<file path="config.mk">
export PLATFORM = sky130hd
export DESIGN_NAME = chain_trigger
export DESIGN_NICKNAME = d
export VERILOG_FILES = /design/src/rtl/chain_pkg.sv /design/src/rtl/chain_cfg_decode.sv /design/src/rtl/chain_slot_pick.sv /design/src/rtl/chain_group_fire.sv /design/src/rtl/chain_trigger.sv
export SDC_FILE = /design/constraint.sdc
export NUM_CORES = 1
export LEC_CHECK = 0
export BUFFER_PORTS_ARGS = -buffer_cell sky130_fd_sc_hd__buf_2
export CAP_MARGIN = 40
export CORE_AREA = 8 8 110 112
export DETAILED_ROUTE_END_ITERATION = 10
export DIE_AREA = 0 0 118 120
export PLACE_DENSITY = 0.62
export SLEW_MARGIN = 10
export SYNTH_ARGS = -nofsm -noshare
export SYNTH_HDL_FRONTEND = slang
export SYNTH_SLANG_ARGS = --single-unit
</file>
<file path="constraint.sdc">
create_clock -name clk -period 2.5 [get_ports clk]
set_clock_uncertainty 0.05 [all_clocks]
set_input_delay 0.5 -clock clk [delete_from_list [all_inputs] [get_ports clk]]
set_output_delay 0.5 -clock clk [all_outputs]
set_load 0.01 [all_outputs]
</file>
<file path="src/rtl/chain_pkg.sv">
package chain_pkg;

  localparam int CFG_W    = 32;
  localparam int FIELD_W  = 8;
  localparam int ROLE_LSB = 24;
  localparam int TRIG_LSB = 16;
  localparam int NUM_GRP  = 2;
  localparam int LVL_N    = 4;

  typedef enum logic [FIELD_W-1:0] {
    ROLE_NONE   = 8'd0,
    ROLE_SRC_G0 = 8'd1,
    ROLE_SRC_G1 = 8'd2,
    ROLE_DST_G0 = 8'd3,
    ROLE_DST_G1 = 8'd4
  } role_e;

  typedef enum logic [FIELD_W-1:0] {
    TRIG_OFF  = 8'd0,
    TRIG_FRAG = 8'd1,
    TRIG_BLK  = 8'd2,
    TRIG_XFER = 8'd3,
    TRIG_LIST = 8'd4
  } trig_e;

  // one-hot level select: bit0 fragment, bit1 block, bit2 transaction, bit3 list
  function automatic logic [LVL_N-1:0] trig_to_lvl(input logic [FIELD_W-1:0] t);
    logic [LVL_N-1:0] v;
    case (t)
      TRIG_FRAG: v = 4'b0001;
      TRIG_BLK:  v = 4'b0010;
      TRIG_XFER: v = 4'b0100;
      TRIG_LIST: v = 4'b1000;
      default:   v = 4'b0000;
    endcase
    return v;
  endfunction

endpackage

</file>
<file path="src/rtl/chain_cfg_decode.sv">
module chain_cfg_decode
  import chain_pkg::*;
#(
  parameter int NUM_CH = 8
) (
  input  logic [NUM_CH*CFG_W-1:0]             cfg_words,
  output logic [NUM_GRP-1:0][NUM_CH-1:0]      src_claim,
  output logic [NUM_GRP-1:0][NUM_CH-1:0]      dst_claim,
  output logic [NUM_CH-1:0][LVL_N-1:0]        lvl_sel
);

  localparam int LOW_W = TRIG_LSB;

  logic [NUM_CH-1:0][LOW_W-1:0] cfg_unused_bits;

  for (genvar ch = 0; ch < NUM_CH; ch++) begin : g_ch
    logic [FIELD_W-1:0] role;
    logic [FIELD_W-1:0] trig;
    assign role = cfg_words[ch*CFG_W+ROLE_LSB +: FIELD_W];
    assign trig = cfg_words[ch*CFG_W+TRIG_LSB +: FIELD_W];
    assign cfg_unused_bits[ch] = cfg_words[ch*CFG_W +: LOW_W];
    assign lvl_sel[ch] = trig_to_lvl(trig);

    for (genvar g = 0; g < NUM_GRP; g++) begin : g_grp
      localparam logic [FIELD_W-1:0] SRC_CODE = FIELD_W'(ROLE_SRC_G0) + FIELD_W'(g);
      localparam logic [FIELD_W-1:0] DST_CODE = FIELD_W'(ROLE_DST_G0) + FIELD_W'(g);
      assign src_claim[g][ch] = (role == SRC_CODE);
      assign dst_claim[g][ch] = (role == DST_CODE);
    end
  end

endmodule

</file>
<file path="src/rtl/chain_slot_pick.sv">
module chain_slot_pick #(
  parameter int NUM_CH = 8
) (
  input  logic [NUM_CH-1:0] claim,
  output logic [NUM_CH-1:0] grant
);

  localparam logic [NUM_CH-1:0] ONE = {{(NUM_CH-1){1'b0}}, 1'b1};

  // isolate lowest set bit: lowest-numbered claimant holds the slot
  assign grant = claim & (~claim + ONE);

endmodule

</file>
<file path="src/rtl/chain_group_fire.sv">
module chain_group_fire #(
  parameter int NUM_CH = 8
) (
  input  logic [NUM_CH-1:0] src_grant,
  input  logic [NUM_CH-1:0] dst_grant,
  input  logic [NUM_CH-1:0] sel_done,
  output logic [NUM_CH-1:0] fire
);

  logic src_event;

  assign src_event = |(src_grant & sel_done);
  assign fire      = src_event ? dst_grant : '0;

endmodule

</file>
<file path="src/rtl/chain_trigger.sv">
module chain_trigger
  import chain_pkg::*;
#(
  parameter int NUM_CH = 8
) (
  input  logic                    clk,
  input  logic                    rst,
  input  logic [NUM_CH*CFG_W-1:0] cfg_words,
  input  logic [NUM_CH-1:0]       frag_done_i,
  input  logic [NUM_CH-1:0]       blk_done_i,
  input  logic [NUM_CH-1:0]       xfer_done_i,
  input  logic [NUM_CH-1:0]       list_done_i,
  output logic [NUM_CH-1:0]       start_o
);

  logic [NUM_GRP-1:0][NUM_CH-1:0] src_claim;
  logic [NUM_GRP-1:0][NUM_CH-1:0] dst_claim;
  logic [NUM_CH-1:0][LVL_N-1:0]   lvl_sel;
  logic [NUM_CH-1:0]              sel_done;
  logic [NUM_GRP-1:0][NUM_CH-1:0] fire;
  logic [NUM_CH-1:0]              start_d;

  chain_cfg_decode #(.NUM_CH(NUM_CH)) u_decode (
    .cfg_words (cfg_words),
    .src_claim (src_claim),
    .dst_claim (dst_claim),
    .lvl_sel   (lvl_sel)
  );

  for (genvar ch = 0; ch < NUM_CH; ch++) begin : g_sel
    assign sel_done[ch] = |(lvl_sel[ch] &
                            {list_done_i[ch], xfer_done_i[ch], blk_done_i[ch], frag_done_i[ch]});
  end

  for (genvar g = 0; g < NUM_GRP; g++) begin : g_group
    logic [NUM_CH-1:0] src_grant;
    logic [NUM_CH-1:0] dst_grant;

    chain_slot_pick #(.NUM_CH(NUM_CH)) u_src_pick (
      .claim (src_claim[g]),
      .grant (src_grant)
    );

    chain_slot_pick #(.NUM_CH(NUM_CH)) u_dst_pick (
      .claim (dst_claim[g]),
      .grant (dst_grant)
    );

    chain_group_fire #(.NUM_CH(NUM_CH)) u_fire (
      .src_grant (src_grant),
      .dst_grant (dst_grant),
      .sel_done  (sel_done),
      .fire      (fire[g])
    );
  end

  always_comb begin
    start_d = '0;
    for (int g = 0; g < NUM_GRP; g++) begin
      start_d = start_d | fire[g];
    end
  end

  always_ff @(posedge clk) begin
    if (rst) start_o <= '0;
    else     start_o <= start_d;
  end


  rst_quiet_chk: assert property (@(posedge clk) rst |=> (start_o == '0));


  two_groups_max_chk: assert property (@(posedge clk) disable iff (rst)
    $countones(start_o) <= NUM_GRP);


  start_follows_done_chk: assert property (@(posedge clk) disable iff (rst)
    (start_o != '0) |-> $past(|(frag_done_i | blk_done_i | xfer_done_i | list_done_i)));

  for (genvar ch = 0; ch < NUM_CH; ch++) begin : g_chk

    start_only_dst_chk: assert property (@(posedge clk) disable iff (rst)
      start_o[ch] |-> ($past(cfg_words[ch*CFG_W+ROLE_LSB +: FIELD_W]) inside {8'd3, 8'd4}));
  end

endmodule

</file>
# == After elaboration in Yosys (flattened, before gate mapping) ==
# Cells that the tools add are included.
# W data, S select, Z words.
# classes
n_addsub,4
n_mul,0
div,0
n_lt_le_gt_ge,0
eq_ne,64
shift,0
mux,10
bitwise_logic,19
n_reduce_logical,10
# ops
operator,count
$eq A8 B2 Y1 const B,32
$eq A8 B1 Y1 const B,16
$eq A8 B3 Y1 const B,16
$pmux W4 S4,8
$and A8 B8 Y8,6
$add A8 B1 Y8 const B,4
$and A4 B4 Y4,8
$not A8 Y8,4
$reduce_or A4 Y1,8
$mux W8,2
$reduce_or A8 Y1,2
$or A8 B8 Y8,1
# word_totals
regBits,8
latch_bits,0
ramBits,0
rom_bits,0
output_inout_bits,8
elab_cells,108
n_memories,0

# == Depth between registers and ports, before layout ==
# Gate-level depths: netlist (run 1).
# depth
depth_word,8
mapped_depth,8
mapped_depth_nobuf,8

# == Hierarchy ==
# A second synthesis (run 1) with hierarchy kept.
# unflattened
cells_unflattened,259
hier_area_um2,1914.3
# modules_own_cells
module,n_inst,cells_each,area_each_um2
chain_cfg_decode,1,130,897.1
chain_trigger,1,49,381.6
chain_slot_pick,4,10,83.8
chain_group_fire,2,20,150.1

# == Worst setup path after synthesis (run 1) ==
# No wires, ideal clock.
# synth_timing
path_kind,input to register
from,input port cfg_words[147]
to,register start_o[6]
setup_time_ns,0.061
arrival_time_ns,2.497
required_time_ns,2.389
setup_slack_ns,-0.109
stages,8
cell_sequence,or4_1 a2111oi_1 o21ai_1 o31ai_2 a32oi_1 o41ai_4 and3_4 a32o_1
# synth_between
elab_chain_len,8
elab_cells_between_ends,14
cone_classes,4 x eq/ne; 3 x mux; 4 x bitwise; 3 x reduce/logical
# synth_rtl
element,line,text
"start, declared",chain_trigger.sv:8,"input logic [NUM_CH*CFG_W-1:0] cfg_words,"
$eq A8 B3 Y1 (tied with other cells),chain_pkg.sv:29,case (t)
$pmux W4 S4 (*),chain_pkg.sv:29,
$and A4 B4 Y4 (*),chain_trigger.sv:31,assign sel_done[ch] = |(lvl_sel[ch] &
$reduce_or A4 Y1 (*),chain_trigger.sv:31,
$and A8 B8 Y8,chain_group_fire.sv:12,assign src_event = |(src_grant & sel_done);
$reduce_or A8 Y1,chain_group_fire.sv:12,
$mux W8,chain_group_fire.sv:13,assign fire = src_event ? dst_grant : '0;
$or A8 B8 Y8 (*),chain_trigger.sv:60,start_d = start_d | fire[g];
"end signal, assigned",chain_trigger.sv:66,else start_o <= start_d;
"end, declared",chain_trigger.sv:13,output logic [NUM_CH-1:0] start_o
# Every way passes the cells marked *; elsewhere a longest branch is shown, timed or not.
# A chain may end at the register's enable or synchronous reset.

# == Worst setup path in the final report (run 1) ==
# layout_timing
from,input port cfg_words[189]
to,register start_o[6]
# layout_between
elab_chain_len,8
elab_cells_between_ends,23
cone_classes,4 x add/sub; 4 x eq/ne; 2 x mux; 11 x bitwise; 2 x reduce/logical
# layout_rtl
element,line,text
$eq A8 B1 Y1 or $eq A8 B2 Y1 (tied branches),chain_cfg_decode.sv:27,assign src_claim[g][ch] = (role == SRC_CODE);
$not A8 Y8,chain_slot_pick.sv:11,assign grant = claim & (~claim + ONE);
$add A8 B1 Y8,chain_slot_pick.sv:11,
$and A8 B8 Y8,chain_slot_pick.sv:11,
$and A8 B8 Y8,chain_group_fire.sv:12,
$reduce_or A8 Y1,chain_group_fire.sv:12,
$mux W8,chain_group_fire.sv:13,
$or A8 B8 Y8 (*),chain_trigger.sv:60,
# Marked as above.

==> results_dict.tcl, run 1 <==
set metrics [dict create \
    outcome "finished, violations left" \
    violations "negative setup slack" \
    synth_common_cells "nor2_1 (22), nand3_1 (16), nand2_1 (13), nor3_1 (13), mux2i_1 (12)" \
    netlist_area_sq_um 1400 \
    yosysUniqueCellTypes 51 \
    drcViolationCount 0 \
    pin_count 298 \
    core_area_sq_um 10500 \
    synthAdderAreaFrac 0 \
    fin_util 0.274 \
    setup-tns-final_ns -0.0475 \
    worst_hold_slack_ns 0.516 \
    synthSimpleGateAreaFrac 0.491 \
    overflow 0 \
    synth_xor_area_frac 0 \
    ys_seq_area_frac 0.115 \
    synth.mux.area_fraction 0.0859 \
    hold_path.class "primary input to flop" \
    grt_start_max_net_pins 11 \
    start_util 0.133 \
    grt_use_total 0.101 \
    dp_hpwl_um 6970 \
    peakVddDrop_mv 0.136 \
    syn-num-nets 487 \
    clkTransAtPathRegs_ns 0.04 \
    cp_data_arrival_time_ns 2.59 \
    yosysWarnings 0 \
    synth-seq-cells 8 \
    period_share 1.01 \
    cp_max_fo 4 \
    wl_per_cell_um 14.5 \
    final.setup.worst_slack_ns -0.0242 \
    setup_viol 3 \
    die_width_um 118 \
    port_buffers 169 \
    dr_total_vias 2310 \
    synth.top_cells.by_area "dfxtp_1 (11%), mux2i_1 (8.6%), nor2_1 (5.9%)" \
    cts_tree "done" \
    worst-setup-path-type "primary input to flop" \
    nNetsFinal 687 \
    slew_viol_final 0 \
    synth.avg_cell_area_sq_um 7.09 \
    cpPeakStageDelay_ns 0.54 \
    ctsHoldBuffers 0 \
    grt_antenna_before_repair 1 \
    syn_inst 197 \
    cap_violations 0 \
    grt_pass1_wl_um 11800 \
    largest-register "start_o" \
    post-route-min-period_ns 2.52 \
    crit_path_start_kind "primary input" \
    cts_buffers 3 \
    multiInputGateArea_sq_um 1400 \
    fp.dieArea_sq_um 14200 \
    async_reset_ff_frac 0 \
    grt_pass1_vias 2619 \
    clockRootBuffer "clkbuf_8" \
    min_delay_path_depth 2 \
    fill_cells 1158 \
    end_kind "flop" \
    synth_edf_count 0 \
    gp_congestion 0.728 \
    wl_met3_um 595 \
    cts_buffer_depth 2 \
    rsz0062_at_grt "true" \
    drtIter0Drc 41 \
    post-synth-top-count-cell "nor2_1" \
    synth_top_area_frac 0.115 \
    num_antenna_cells 0 \
    slew_headroom 0.563 \
    clkSinkCount 8 \
    area_delta_synth_final_pct 106 \
    cpMaxStageDelayCell "or4_4" \
    vias_per_cell 4.32 \
    p_leak_nw 1.36 \
    drive_above_1_share 0.592 \
    synth_compound_area_frac 0.279 \
    synth_top_family_by_area "simple AND/OR/NAND/NOR gates" \
    rows 38 \
    worstHoldStart "rst" \
    hold_end "start_o[7]$_SDFF_PP0_" \
    reg_top3 "start_o (8)" \
    place_ws_ns -0.379 \
    largest_register_ffs 8 \
    h-tree-depth 1 \
    dr_wl_met2_um 3730 \
    ys.flop_type "dfxtp_1" \
    die_h_um 120 \
    m1WireLength_um 3380 \
    fmax_mhz 396 \
    tightest_slew_ns 0.646 \
    drt_pass1_iterations 4 \
    regArea_sq_um 160 \
    worstPathRequired_ns 2.56 \
    power_mw 0.528 \
    ant_nets 0 \
    critical_path.cell_chain "buf_6 -> or4_4 -> nor3_4 -> nand2_2 -> or3b_4 -> a32oi_4 -> o41ai_4 -> and3_4 -> a32o_1" \
    hold_violations 0 \
    yosysTopAreaCell "dfxtp_1" \
    wl_um 7750 \
    dr.max_layer_used "met5" \
    power.density_nw_per_um2 184 \
]
-- stage by stage --
| stage | instances | instance area (sq um) |
|---|---|---|
| final | 535 | 2880 |
| after global routing | 535 | 2880 |
| after CTS | 534 | 2780 |
| after detailed placement | 528 | 2630 |
| after global placement | 528 | 2630 |
| after floorplan | 197 | 1440 |
-- layer usage --
metal | global-route usage | vias to the layer above
met5 | 0 | -
met4 | 0.0112 | 2
met3 | 0.0380 | 6
met2 | 0.179 | 93
met1 | 0.116 | 1023
li1 | - | 1186
-- where the power goes --
part	total (mW)	switching, mW	internal (mW)
Sequential	0.128	0.00000140	0.128
Clock	0.159	0.0542	0.105
Combinational	0.241	0.106	0.136
Total	0.528	0.160	0.368
-- cells by family (layout without fill, tap and decap cells) --
family	Yosys count	after routing
muxes	12	12
DFF	8	8
buffers and inverters	11	209
AOI/OAI and AO/OA	48	48
and+or+nand+nor	118	118
-- layout by cell type (no fill, tap or decap), types with 5 or more instances in the layout --
master / n
nand3_1: 15
inv_1: 9
a211oi_1: 7
or4_1: 7
nor4b_1: 5
buf_4: 26
mux2i_1: 12
a21oi_1: 5
nand2_1: 10
nor2_1: 22
dfxtp_1: 8
nor3_1: 8
nand2b_1: 7
buf_2: 167
-- layout make-up --
cell class	instances	area share
inverters	10	0.0130
multi-input cells	178	0.486
clock buffers	3	0.0144
repair buffers	196	0.370
flip-flops and latches	8	0.0557
well taps	140	0.0609
-- worst max-delay path, delay by kind of cell --
| kind | cells | cell delay [ns] |
|---|---|---|
| buffers and inverters | 1 | 0.09 |
| AND/OR/NAND/NOR | 5 | 1.41 |
| AO/OA/AOI/OAI | 3 | 0.58 |
-- repair_timing --
item / CTS / global route
resized for setup: 16 / 17
endpoints found under the hold margin: 0 / 0
setup endpoints to repair: 8 / 8
setup buffers: 3 / 1
pin swaps: 13 / 8
-- how the worst max path moves through the flow --
stage                   start                     to  slack (ns)  depth (start not counted)
2_1_floorplan  cfg_words[151]  start_o[5]$_SDFF_PP0_       -0.09                          8
3_3_place_gp   cfg_words[219]  start_o[5]$_SDFF_PP0_       -0.42                         10
3_5_place_dp   cfg_words[219]  start_o[5]$_SDFF_PP0_       -0.38                         10
4_1_cts        cfg_words[189]  start_o[6]$_SDFF_PP0_       -0.07                          9
5_1_grt        cfg_words[189]  start_o[6]$_SDFF_PP0_       -0.11                          9
6_report       cfg_words[189]  start_o[6]$_SDFF_PP0_       -0.02                          9
(Power assumes the default switching activity.)
==> run 2: changes to the inputs <==
--- a/config.mk
+++ b/config.mk
@@ -7,10 +7,10 @@
 export LEC_CHECK = 0
 export BUFFER_PORTS_ARGS = -buffer_cell sky130_fd_sc_hd__buf_2
 export CAP_MARGIN = 40
-export CORE_AREA = 8 8 110 112
+export CORE_AREA = 2 2 117 119
 export DETAILED_ROUTE_END_ITERATION = 10
-export DIE_AREA = 0 0 118 120
-export PLACE_DENSITY = 0.62
+export DIE_AREA = 0 0 119 121
+export PLACE_DENSITY = 0.53
 export SLEW_MARGIN = 10
 export SYNTH_ARGS = -nofsm -noshare
 export SYNTH_HDL_FRONTEND = slang
==> run 2 against run 1 <==
The run still ends with negative setup slack left. Sequential cell count unchanged. Sequential share of layout area about the same. Count of clock-buffer cells in the layout unchanged. Global-route usage down 0.74 points. First-iteration DRC count unchanged. Routed wire length down 7.1%. Design area up 0.78%. Combinational power about the same. Highest routed layer unchanged.
==> results_dict.tcl, run 2 (synthesized netlist as in run 1, its figures left out) <==
set metrics [dict create \
    final_common_cell "buf_2" \
    dr_total_vias 2339 \
    violations "negative setup slack" \
    tightest_slew_ns 0.505 \
    outcome "finished, violations left" \
    end_kind "flop" \
    largest_register_ffs 8 \
    clockRootBuffer "clkbuf_16" \
    drtIter0Drc 41 \
    area_delta_synth_final_pct 107 \
    core_area_sq_um 13100 \
    die_width_um 119 \
    nNetsFinal 687 \
    grt_use_total 0.0934 \
    regArea_sq_um 160 \
    final.setup.worst_slack_ns -0.0670 \
    cpPeakStageDelay_ns 0.62 \
    power_mw 0.631 \
    period_share 1.03 \
    cp_max_fo 8 \
    place_ws_ns -0.457 \
    largest-register "start_o" \
    crit_path_start_kind "primary input" \
    grt_antenna_before_repair 4 \
    overflow 0 \
    startpoint "cfg_words[252]" \
    worst-setup-path-type "primary input to flop" \
    start_util 0.107 \
    wl_um 7200 \
    hold_path.class "primary input to flop" \
    grt_pass1_wl_um 11000 \
    cts_tree "done" \
    fp.dieArea_sq_um 14400 \
    gp_congestion 0.759 \
    setup-tns-final_ns -0.138 \
    setup_viol 4 \
    critPathTopFamily "simple AND/OR/NAND/NOR gates" \
    layout_common_cells "buf_2 (168), buf_4 (27), nor2_1 (22)" \
    path_buf_inv 2 \
    fill_cells 1459 \
    h-tree-depth 1 \
    slew_headroom 0.659 \
    multiInputGateArea_sq_um 1340 \
    post-route-min-period_ns 2.57 \
    dp_hpwl_um 6500 \
    worst_hold_slack_ns 0.533 \
    die_h_um 121 \
    cpMaxStageDelayCell "or4b_2" \
    vias_per_cell 4.07 \
    drive_above_1_share 0.572 \
    ctsHoldBuffers 0 \
    clkSinkCount 8 \
    cap_violations 0 \
    p_leak_nw 1.35 \
    worstHoldStart "rst" \
    slew_viol_final 0 \
    drt_pass1_iterations 3 \
    pin_count 298 \
    cp_data_arrival_time_ns 2.67 \
    fin_util 0.222 \
    fmax_mhz 390 \
    grt_start_max_net_pins 11 \
    placed_area_sq_um 2690 \
    rsz0062_at_grt "true" \
    hold_violations 0 \
    clkTransAtPathRegs_ns 0.04 \
    design_area_sq_um 2900 \
    reg_top3 "start_o (8)" \
    ant_nets 0 \
    peakVddDrop_mv 0.223 \
    drcViolationCount 0 \
    dp_cells 566 \
    finalNonFillerCells 574 \
    cts_buffer_depth 2 \
    critical_path.cell_chain "buf_2 -> nor3_4 -> nand2_1 -> or4b_2 -> o211ai_1 -> a32oi_2 -> o31ai_2 -> buf_4 -> nand3_1 -> a21oi_2" \
    rows 42 \
    power.density_nw_per_um2 218 \
    grt_pass1_vias 2369 \
    port_buffers 169 \
    wl_per_cell_um 12.5 \
    worstPathRequired_ns 2.60 \
    cts_buffers 3 \
]
-- run 2: cell types whose count changed in the layout (fill, tap and decap cells not counted), sizes merged --
cell,change
diode,+3
-- run 2: worst paths after layout --
check / endpoint / slack, ns / depth (start not counted)
setup / recovery: start_o[7]$_SDFF_PP0_ / -0.07 / 10
hold / removal: start_o[7]$_SDFF_PP0_ / 0.53 / 2
-- run 2: what timing repair did --
| item | CTS | global route |
|---|---|---|
| resized for setup | 15 | 5 |
| setup endpoints to repair | 8 | 8 |
| gates cloned | 0 | 0 |
| hold endpoints to repair | 0 | 0 |
| buffers inserted | 1 | 1 |
| pin swaps | 8 | 6 |
-- run 2: power by group --
part | leakage, nW | switching, mW | internal (mW)
Sequential | 0.0644 | 0.00000162 | 0.128
Combinational | 1.25 | 0.106 | 0.133
Clock | 0.0370 | 0.0579 | 0.206
Total | 1.35 | 0.164 | 0.467
-- run 2: layout make-up --
type / count / area share
tap: 176 / 0.0760
multi-input combinational: 178 / 0.464
clock buffer: 3 / 0.0259
sequential: 8 / 0.0552
inverter: 10 / 0.0129
timing repair buffer: 196 / 0.364
antenna: 3 / 0.00259
-- run 2: layer usage --
| metal | part of all wire | wire [um] | vias to the layer above | global-route usage |
|---|---|---|---|---|
| li1 | - | - | 1192 | - |
| met4 | 0.0058 | 42 | 2 | 0.0119 |
| met2 | 0.49 | 3560 | 91 | 0.174 |
| met3 | 0.073 | 528 | 6 | 0.0268 |
| met1 | 0.42 | 3060 | 1048 | 0.108 |
| met5 | 0.0022 | 16 | - | 0 |
==> run 3: changes to the inputs <==
--- a/config.mk
+++ b/config.mk
@@ -5,7 +5,7 @@
 export SDC_FILE = /design/constraint.sdc
 export NUM_CORES = 1
 export LEC_CHECK = 0
-export BUFFER_PORTS_ARGS = -buffer_cell sky130_fd_sc_hd__buf_2
+export BUFFER_PORTS_ARGS = -buffer_cell sky130_fd_sc_hd__buf_4
 export CAP_MARGIN = 40
 export CORE_AREA = 2 2 117 119
 export DETAILED_ROUTE_END_ITERATION = 10
==> run 3 against run 2 <==
The run still ends with negative setup slack left. Sequential cell count is the same. Combinational power grew 32%. Design area grew 19%. Routed wire length grew 2.3%.
==> results_dict.tcl, run 3 (synthesized netlist as in run 1, its figures left out) <==
set metrics [dict create \
    finalNonFillerCells 580 \
    post-route-min-period_ns 2.59 \
    worst-setup-path-type "primary input to flop" \
    power.density_nw_per_um2 205 \
    area_delta_synth_final_pct 146 \
    ctsHoldBuffers 0 \
    multiInputGateArea_sq_um 1390 \
    violations "negative setup slack" \
    grt_antenna_before_repair 0 \
    clkSinkCount 8 \
    h-tree-depth 1 \
    dp_hpwl_um 6710 \
    num_antenna_cells 0 \
    start_util 0.107 \
    wl_um 7370 \
    clockRootBuffer "clkbuf_16" \
    peakVddDrop_mv 0.229 \
    outcome "finished, violations left" \
    end_kind "flop" \
    worst_hold_slack_ns 0.462 \
    drcViolationCount 0 \
    die_h_um 121 \
    cp_max_fo 4 \
    grt_start_max_net_pins 11 \
    worstPathRequired_ns 2.56 \
    core_area_sq_um 13100 \
    ant_nets 0 \
    cts_buffer_depth 2 \
    gp_congestion 0.732 \
    cap_violations 0 \
    reg_top3 "start_o (8)" \
    min_delay_path_depth 2 \
    drt_pass1_iterations 4 \
    place_ws_ns -0.500 \
    rsz0062_at_grt "true" \
    layout_common_cells "buf_4 (200), nor2_1 (22), nand3_1 (14)" \
    largest_register_ffs 8 \
    cts_buffers 3 \
    nNetsFinal 696 \
    die_width_um 119 \
    p_leak_nw 1.57 \
    overflow 0 \
    fmax_mhz 386 \
    setup_viol 5 \
    fill_cells 1417 \
    clkTransAtPathRegs_ns 0.04 \
    wl_per_cell_um 12.7 \
    drtIter0Drc 74 \
    grt_pass1_wl_um 11300 \
    port_buffers 169 \
    vias_per_cell 4.06 \
    final.setup.worst_slack_ns -0.0924 \
    drive_above_1_share 0.599 \
    cts_tree "done" \
    setup-tns-final_ns -0.337 \
    crit_path_start_kind "primary input" \
    period_share 1.04 \
    hold_violations 0 \
    hold_path.class "primary input to flop" \
    worstHoldStart "rst" \
    cp_data_arrival_time_ns 2.65 \
    largest-register "start_o" \
    grt_pass1_vias 2453 \
    pin_count 298 \
    regArea_sq_um 160 \
    dr_total_vias 2357 \
    tightest_slew_ns 0.459 \
    slew_headroom 0.689 \
    grt_use_total 0.0957 \
    startpoint "cfg_words[188]" \
    slew_viol_final 0 \
    final_common_cell "buf_4" \
    dp_cells 573 \
    rows 42 \
    fp.dieArea_sq_um 14400 \
    fin_util 0.263 \
]
## run 3: layout make-up
cell class,instances,share of cell area
clock buffer,3,0.0218
inverter,10,0.0109
multi-input combinational,178,0.404
sequential,8,0.0465
tap,176,0.0640
timing repair buffer,205,0.452
## run 3: stage by stage
stage	cell area (sq um)	power [mW]
2_1_floorplan	1440	0.186
3_3_place_gp	3160	0.421
3_5_place_dp	3160	0.429
4_1_cts	3330	0.707
5_1_grt	3440	0.746
6_report	3440	0.706
## run 3: report_power, final
group / internal (mW) / switching (mW)
Sequential: 0.128 / 0.00000218
Combinational: 0.209 / 0.107
Clock: 0.206 / 0.0565
## run 3: final timing paths
path,to
worst min-delay path,start_o[7]$_SDFF_PP0_
worst max-delay path,start_o[4]$_SDFF_PP0_
## run 3: per-layer routing
| metal | share of wire | global-route usage | vias to the layer above |
|---|---|---|---|
| li1 | - | - | 1202 |
| met3 | 0.079 | 0.0277 | 0 |
| met2 | 0.51 | 0.177 | 87 |
| met5 | 0 | 0 | - |
| met4 | 0 | 0.00446 | 0 |
| met1 | 0.41 | 0.114 | 1068 |
## run 3: critical path, cell delays in order
cell and delay, ns:
buf_4 0.11, or4_4 0.53, nor3_4 0.14, nand2_1 0.10
or3b_1 0.39, a32oi_2 0.29, o41ai_4 0.13, and3_4 0.22
a32o_2 0.24
## run 3: timing repair
item                       4_1_cts  5_1_grt
buffers inserted                 2        3
pin swaps                        8       13
setup endpoints to repair        8        8
gates resized for setup         17       16
